===== src/rtl/slq_pkg.sv =====
package slq_pkg;

    typedef enum logic [1:0] {
        ST_OPEN  = 2'd0,
        ST_DRAIN = 2'd1,
        ST_TXN   = 2'd2,
        ST_ABORT = 2'd3
    } slq_state_e;

endpackage


===== src/rtl/slq_entries.sv =====
module slq_entries #(
    parameter int DEPTH  = 64,
    parameter int LINE_W = 34,
    parameter int IDX_W  = $clog2(DEPTH)
) (
    input  logic              clk,
    input  logic              rst_n,
    input  logic              flush,
    input  logic              alloc_en,
    input  logic [IDX_W-1:0]  alloc_idx,
    input  logic [LINE_W-1:0] alloc_line,
    input  logic              exec_en,
    input  logic [IDX_W-1:0]  exec_idx,
    input  logic              free_en,
    input  logic [IDX_W-1:0]  free_idx,
    input  logic              mark_en,
    input  logic [IDX_W-1:0]  mark_idx,
    input  logic              commit_en,
    input  logic [DEPTH-1:0]  clear_vec,
    input  logic [LINE_W-1:0] snoop_line,
    output logic [DEPTH-1:0]  match_vec
);

    for (genvar i = 0; i < DEPTH; i++) begin : g_ent
        logic              live_q;
        logic              done_q;
        logic              held_q;
        logic [LINE_W-1:0] line_q;
        logic              pick_alloc;
        logic              pick_exec;
        logic              pick_free;
        logic              pick_mark;

        assign pick_alloc = alloc_en && (alloc_idx == IDX_W'(i));
        assign pick_exec  = exec_en  && (exec_idx  == IDX_W'(i));
        assign pick_free  = free_en  && (free_idx  == IDX_W'(i));
        assign pick_mark  = mark_en  && (mark_idx  == IDX_W'(i));

        always_ff @(posedge clk or negedge rst_n) begin
            if (!rst_n) begin
                live_q <= 1'b0;
                done_q <= 1'b0;
                held_q <= 1'b0;
                line_q <= '0;
            end else if (flush) begin
                live_q <= 1'b0;
                done_q <= 1'b0;
                held_q <= 1'b0;
            end else if (pick_alloc) begin
                live_q <= 1'b1;
                done_q <= 1'b0;
                held_q <= 1'b0;
                line_q <= alloc_line;
            end else if (pick_free || (commit_en && (held_q || pick_mark))) begin
                live_q <= 1'b0;
                done_q <= 1'b0;
                held_q <= 1'b0;
            end else begin
                if (pick_mark) begin
                    held_q <= 1'b1;
                end
                if (pick_exec && live_q) begin
                    done_q <= 1'b1;
                end else if (clear_vec[i]) begin
                    done_q <= 1'b0;
                end
            end
        end

        assign match_vec[i] = live_q && done_q && (line_q == snoop_line);

        AST_ALLOC_INTO_FREE: assert property (@(posedge clk) disable iff (!rst_n)
            (pick_alloc && !flush) |-> !live_q);
        AST_EXEC_NEEDS_LIVE: assert property (@(posedge clk) disable iff (!rst_n)
            done_q |-> live_q);
        AST_HELD_NEEDS_LIVE: assert property (@(posedge clk) disable iff (!rst_n)
            held_q |-> live_q);
    end

endmodule


===== src/rtl/slq_ctrl.sv =====
module slq_ctrl
    import slq_pkg::*;
(
    input  logic       clk,
    input  logic       rst_n,
    input  logic       txn_begin,
    input  logic       txn_commit,
    input  logic       flush,
    input  logic       q_empty,
    input  logic       conflict,
    input  logic       overflow,
    output slq_state_e state_o,
    output logic       txn_active,
    output logic       abort_req,
    output logic       abort_capacity
);

    slq_state_e state_q;
    slq_state_e state_d;
    logic       cap_q;

    always_comb begin
        state_d = state_q;
        if (flush) begin
            state_d = ST_OPEN;
        end else begin
            unique case (state_q)
                ST_OPEN: begin
                    if (txn_begin) begin
                        state_d = q_empty ? ST_TXN : ST_DRAIN;
                    end
                end
                ST_DRAIN: begin
                    if (q_empty) begin
                        state_d = ST_TXN;
                    end
                end
                ST_TXN: begin
                    if (conflict || overflow) begin
                        state_d = ST_ABORT;
                    end else if (txn_commit) begin
                        state_d = ST_OPEN;
                    end
                end
                ST_ABORT: begin
                    state_d = ST_ABORT;
                end
                default: state_d = ST_OPEN;
            endcase
        end
    end

    always_ff @(posedge clk or negedge rst_n) begin
        if (!rst_n) begin
            state_q <= ST_OPEN;
            cap_q   <= 1'b0;
        end else begin
            state_q <= state_d;
            if (flush) begin
                cap_q <= 1'b0;
            end else if (state_q == ST_TXN && state_d == ST_ABORT) begin
                cap_q <= !conflict;
            end
        end
    end

    always_comb begin
        state_o        = state_q;
        txn_active     = (state_q == ST_TXN);
        abort_req      = (state_q == ST_ABORT);
        abort_capacity = (state_q == ST_ABORT) && cap_q;
    end

    AST_ABORT_HELD: assert property (@(posedge clk) disable iff (!rst_n)
        (abort_req && !flush) |=> abort_req);
    AST_DRAIN_WAITS: assert property (@(posedge clk) disable iff (!rst_n)
        (state_q == ST_DRAIN && !q_empty && !flush) |=> (state_q == ST_DRAIN));
    AST_TXN_FROM_EMPTY: assert property (@(posedge clk) disable iff (!rst_n)
        $rose(txn_active) |-> $past(q_empty));
    AST_FLUSH_OPENS: assert property (@(posedge clk) disable iff (!rst_n)
        flush |=> (state_q == ST_OPEN));

endmodule


===== src/rtl/snoop_load_queue.sv =====
module snoop_load_queue
    import slq_pkg::*;
#(
    parameter int DEPTH    = 64,
    parameter int ADDR_W   = 40,
    parameter int LINE_OFF = 6
) (
    input  logic                     clk,
    input  logic                     rst_n,
    input  logic                     alloc_valid,
    input  logic [ADDR_W-1:0]        alloc_addr,
    output logic                     alloc_ready,
    output logic [$clog2(DEPTH)-1:0] alloc_id,
    input  logic                     exec_valid,
    input  logic [$clog2(DEPTH)-1:0] exec_id,
    input  logic                     retire_valid,
    input  logic                     snoop_valid,
    input  logic [ADDR_W-1:0]        snoop_addr,
    output logic                     cancel_valid,
    output logic [DEPTH-1:0]         cancel_mask,
    input  logic                     txn_begin,
    input  logic                     txn_commit,
    input  logic                     flush,
    output logic                     txn_active,
    output logic                     abort_req,
    output logic                     abort_capacity
);

    localparam int IDX_W  = $clog2(DEPTH);
    localparam int PTR_W  = IDX_W + 1;
    localparam int LINE_W = ADDR_W - LINE_OFF;
    localparam logic [ADDR_W-1:0] OFF_MASK = ADDR_W'((64'd1 << LINE_OFF) - 64'd1);

    slq_state_e        state;
    logic [PTR_W-1:0]  head_q;
    logic [PTR_W-1:0]  rptr_q;
    logic [PTR_W-1:0]  tail_q;
    logic [PTR_W-1:0]  rptr_nx;
    logic [PTR_W-1:0]  count;
    logic              q_full;
    logic              q_empty;
    logic              open_mode;
    logic              alloc_take;
    logic              retire_free;
    logic              retire_mark;
    logic              commit_go;
    logic              conflict;
    logic              overflow;
    logic [LINE_W-1:0] alloc_line;
    logic [LINE_W-1:0] snoop_line;
    logic [DEPTH-1:0]  match_vec;
    logic [DEPTH-1:0]  hit_vec;
    logic [DEPTH-1:0]  clear_vec;
    logic [DEPTH-1:0]  cancel_q;

    assign alloc_line = LINE_W'((alloc_addr & ~OFF_MASK) >> LINE_OFF);
    assign snoop_line = LINE_W'((snoop_addr & ~OFF_MASK) >> LINE_OFF);

    assign count     = tail_q - head_q;
    assign q_full    = (count == PTR_W'(DEPTH));
    assign q_empty   = (count == '0);
    assign open_mode = (state == ST_OPEN) || (state == ST_DRAIN);

    assign alloc_ready = !q_full && ((state == ST_OPEN) || (state == ST_TXN));
    assign alloc_id    = tail_q[IDX_W-1:0];

    assign alloc_take  = alloc_valid && alloc_ready && !flush;
    assign retire_free = retire_valid && open_mode && !q_empty && !flush;
    assign retire_mark = retire_valid && (state == ST_TXN) && (rptr_q != tail_q) && !flush;
    assign rptr_nx     = rptr_q + PTR_W'(retire_mark);

    assign hit_vec   = snoop_valid ? match_vec : '0;
    assign conflict  = (state == ST_TXN) && (|hit_vec);
    assign overflow  = (state == ST_TXN) && alloc_valid && q_full;
    assign commit_go = (state == ST_TXN) && txn_commit && !conflict && !overflow && !flush;
    assign clear_vec = open_mode ? hit_vec : '0;

    always_ff @(posedge clk or negedge rst_n) begin
        if (!rst_n) begin
            head_q   <= '0;
            rptr_q   <= '0;
            tail_q   <= '0;
            cancel_q <= '0;
        end else if (flush) begin
            head_q   <= '0;
            rptr_q   <= '0;
            tail_q   <= '0;
            cancel_q <= '0;
        end else begin
            cancel_q <= clear_vec;
            if (alloc_take) begin
                tail_q <= tail_q + PTR_W'(1);
            end
            if (retire_free) begin
                head_q <= head_q + PTR_W'(1);
                rptr_q <= rptr_q + PTR_W'(1);
            end else if (commit_go) begin
                head_q <= rptr_nx;
                rptr_q <= rptr_nx;
            end else begin
                rptr_q <= rptr_nx;
            end
        end
    end

    assign cancel_mask  = cancel_q;
    assign cancel_valid = |cancel_q;

    slq_entries #(
        .DEPTH (DEPTH),
        .LINE_W(LINE_W),
        .IDX_W (IDX_W)
    ) u_entries (
        .clk       (clk),
        .rst_n     (rst_n),
        .flush     (flush),
        .alloc_en  (alloc_take),
        .alloc_idx (tail_q[IDX_W-1:0]),
        .alloc_line(alloc_line),
        .exec_en   (exec_valid && !flush),
        .exec_idx  (exec_id),
        .free_en   (retire_free),
        .free_idx  (head_q[IDX_W-1:0]),
        .mark_en   (retire_mark),
        .mark_idx  (rptr_q[IDX_W-1:0]),
        .commit_en (commit_go),
        .clear_vec (clear_vec),
        .snoop_line(snoop_line),
        .match_vec (match_vec)
    );

    slq_ctrl u_ctrl (
        .clk           (clk),
        .rst_n         (rst_n),
        .txn_begin     (txn_begin),
        .txn_commit    (txn_commit),
        .flush         (flush),
        .q_empty       (q_empty),
        .conflict      (conflict),
        .overflow      (overflow),
        .state_o       (state),
        .txn_active    (txn_active),
        .abort_req     (abort_req),
        .abort_capacity(abort_capacity)
    );

    AST_NO_OVERFLOW: assert property (@(posedge clk) disable iff (!rst_n)
        count <= PTR_W'(DEPTH));
    AST_DRAIN_NO_ALLOC: assert property (@(posedge clk) disable iff (!rst_n)
        (state == ST_DRAIN) |-> !alloc_ready);
    AST_NO_CANCEL_IN_TXN: assert property (@(posedge clk) disable iff (!rst_n)
        (state == ST_TXN) |=> !cancel_valid);
    AST_RPTR_IN_WINDOW: assert property (@(posedge clk) disable iff (!rst_n)
        (PTR_W'(rptr_q - head_q) <= count));
    AST_ABORT_BLOCKS_ALLOC: assert property (@(posedge clk) disable iff (!rst_n)
        abort_req |-> !alloc_ready);

endmodule


===== config.mk =====
export PLATFORM = sky130hd
export DESIGN_NAME = snoop_load_queue
export DESIGN_NICKNAME = d
export VERILOG_FILES = /design/src/rtl/slq_pkg.sv /design/src/rtl/slq_entries.sv /design/src/rtl/slq_ctrl.sv /design/src/rtl/snoop_load_queue.sv
export SDC_FILE = /design/constraint.sdc
export NUM_CORES = 2
export LEC_CHECK = 0
export BUFFER_PORTS_ARGS = -buffer_cell sky130_fd_sc_hd__buf_2
export CORE_MARGIN = 3
export CORE_UTILIZATION = 45
export CTS_CLUSTER_SIZE = 20
export DETAILED_ROUTE_END_ITERATION = 6
export PLACE_DENSITY = 0.72
export RECOVER_POWER = 25
export SLEW_MARGIN = 5
export SYNTH_ARGS = -nofsm -noshare
export SYNTH_HDL_FRONTEND = slang
export SYNTH_HIERARCHICAL = 1
export SYNTH_SLANG_ARGS = --single-unit

===== constraint.sdc =====
create_clock -name clk -period 8.5 [get_ports clk]
set_input_delay 1.275 -clock clk [delete_from_list [all_inputs] [get_ports clk]]
set_output_delay 1.275 -clock clk [all_outputs]
set_load 0.005 [all_outputs]

==> impl_metrics.toml <==
[grt]
grt_pass1_vias = 82600
antenna_found_initial = 66
grt.met1_usage_pct = 42.2
use_met2_pct = 46.5
grtUsageTotal_pct = 31.6
busiest_layer = "met2"
grt_pass1_wl_um = 616000
overflow = 0
use_met3_pct = 7.76
grt_max_degree = 184

[critical_path]
cp_num_buf_inv = 3
crit_type = "input port to asynchronous set/reset pin"
path_max_fanout = 104
cp.arrival_ns = 6.72
cp_cell_sequence = "buf_12 -> clkbuf_1 -> clkbuf_2"
rr_worst_depth = 14
slowest_stage = "clkbuf_1"
r2r-start = "head_q[2]"
crit_family = "buffers and inverters"
worst_setup_path_end_kind = "asynchronous set/reset pin"
required_ns = 8.94
start_kind = "input port"
reg2reg_slack_ns = 2.96
cpPeakStageDelay_ns = 2.53
r2r_end = "u_entries/g_ent[23].line_q[0]"

[sta]
worst_slew_pin_slew_ns = 5.49
period_minus_slack_ns = 6.28
fmax_mhz = 159
setup_viol = 0
rsz0062_at_grt = "no"
hold_viol_final = 0
tns_ns = 0
period_share_pct = 73.9
skew_ns = 0.0665
maxSlewViolCount = 827
slew_headroom_pct = -266
holdWs_ns = 0.383
layout_setup_ws_ns = 2.22

[place]
place_area_um2 = 125000
routabilityCongestion = 0.944
io_buffers = 157
dp_hpwl_um = 254000
dp_slack_ns = 1.74

[finish]
nets = 9639
final_common_cell = "dfrtp_1"
multiInputGateArea_um2 = 54900
drive_above_1_share_pct = 32.2
final_cell_mix = "dfrtp_1, mux2_2, xor2_1"
fillCellCount = 22400
fin_area_um2 = 134000
area_delta_synth_final_pct = 12.3
seq_area_um2 = 61500

[route]
vias = 82600
dr.pass1.iters = 7
drt-initial-drc-count = 11100
remaining_drc_errors = 4
routed_wl_um = 439000
wl_per_cell_um = 33.0
ant_nets = 0
viasPerCell = 6.22

[min_path]
hp-class = "input port to asynchronous set/reset pin"

[yosys]
syn-cell-area_um2 = 120000
synth_cells = 9516
yosys_warnings = 6
synth.area.top_cells = "dfrtp_1, mux2_2, xor2_1"
synthArstFlopShare_pct = 100
synth_flop_cell = "dfrtp_1"
ys_types = 71
yosys.area.top_type = "dfrtp_1"
seq_area_frac_synth_pct = 51.4
ys_seq_elements = 2456
synth_nets = 9622
avgSynthCellArea_um2 = 12.6
yosysTopAreaCellShare_pct = 51.4
synth-edff-count = 0

[clocking]
cts.clk_slew.worst_paths_ns = 0.06
cts_tree = "built"
postCtsSetupRepairBufs = 0
root_buffer = "clkbuf_16"
ctsResizeCount = 0
htree_num_levels = 5
hold_buffers = 0
clk_latency_ns = 0.93
clock_sinks = 2456
cts_buffers = 278
cts_buffer_depth = 4

[die]
num_rows = 188
start_util_pct = 45.4
boundaryPins = 170
die_h_um = 522
die_area_um2 = 272000
chipWidth_um = 522
core_um2 = 263000

[power]
powerDensity_nw_per_um2 = 203
power_mw = 27.2
ir_worst_vdd_uv = 222
p_leak_nw = 67.4

[run]
drv_cap = 11

[run_status]
outcome = "complete, but fails checks"
violations = "DRC, capacitance limit, slew limit"
-- how the worst max path moves through the flow --
stage                              start                              to  cells past startpoint
final                              rst_n  u_entries/g_ent[47].line_q[27]                      3
after global routing               rst_n  u_entries/g_ent[42].line_q[28]                      3
after CTS                 snoop_addr[22]      u_entries/g_ent[36].live_q                     19
after detailed placement  snoop_addr[22]       u_entries/g_ent[2].live_q                     19
after global placement    snoop_addr[22]       u_entries/g_ent[2].live_q                     19
after floorplan           snoop_addr[37]      u_entries/g_ent[11].live_q                     16
-- per-layer routing --
metal / vias up / wire, um / share of wire, %
li1: 32900 / - / -
met4: 14 / 29900 / 6.8
met5: - / 98 / 0.022
met3: 1323 / 49000 / 11
met1: 43400 / 169000 / 38
met2: 4964 / 191000 / 44
-- worst register-to-register path: stages (launching register included) --
cell and delay (ns):
dfrtp_1 0.84, inv_1 0.19, ha_1 0.38, o21ai_0 0.09, a21oi_1 0.22, o22ai_4 0.13
mux2i_2 0.19, a211o_1 0.45, nor2_1 0.70, nor2b_1 0.38, nand3b_1 0.16, buf_4 0.28
nor2_2 0.57, buf_4 0.43, mux2_2 0.40
-- where the power goes --
| part | leakage [nW] | internal (mW) | switching, mW |
|---|---|---|---|
| clock network | 4.42 | 7.18 | 4.83 |
| logic | 28.8 | 0.888 | 2.02 |
| registers | 34.1 | 12.0 | 0.297 |
| total | 67.4 | 20.1 | 7.14 |
-- layout make-up --
cell class / instances / share of cell area, %
clock inverter: 52 / 0.522
multi-input combinational: 6171 / 40.9
sequential: 2456 / 45.7
tap: 3515 / 3.27
timing repair buffer: 507 / 3.01
antenna: 56 / 0.104
inverter: 119 / 0.332
clock buffer: 414 / 6.14
-- metrics by stage --
stage               cells  util (%)
floorplan            9516         -
CTS                 13200      51.0
global placement    12800      47.6
detailed placement  12800      47.6
finish              13300      51.0
global route        13300      51.0
-- cells in the mapped netlist, types with 38 or more instances --
cell	instances
mux2_2	2151
nor4_1	544
a221oi_1	64
nor3_1	79
a21oi_1	99
nand4_1	140
and2_1	129
buf_2	135
nor2_1	149
a32oi_1	38
inv_1	118
o21ai_0	108
buf_1	94
clkbuf_1	530
xor2_1	1978
dfrtp_1	2456
nand3_1	105
nand2_1	123
xnor2_1	212
-- kinds of logic after synthesis --
kind of cell / Yosys count / synth area share [%]
flip-flops: 2456 / 51.4
multiplexers: 2192 / 20.6
XOR/XNOR: 2191 / 16.0
AND/OR/NAND/NOR: 1419 / 6.92
buffers and inverters: 889 / 2.97
AO/OA/AOI/OAI: 358 / 1.95
adder cells (fa/ha/maj): 11 / 0.115
-- sequential cells by signal, summed over array words and instances (netlist names) --
signal,flops
u_ctrl/state_o,2
u_entries/g_ent.live_q,64
u_ctrl/cap_q,1
u_entries/g_ent.line_q,2176
u_entries/g_ent.done_q,64
u_entries/g_ent.held_q,64
tail_q,7
cancel_mask,64
head_q,7
rptr_q,7
Note: power is estimated with default switching activity, not from simulation.
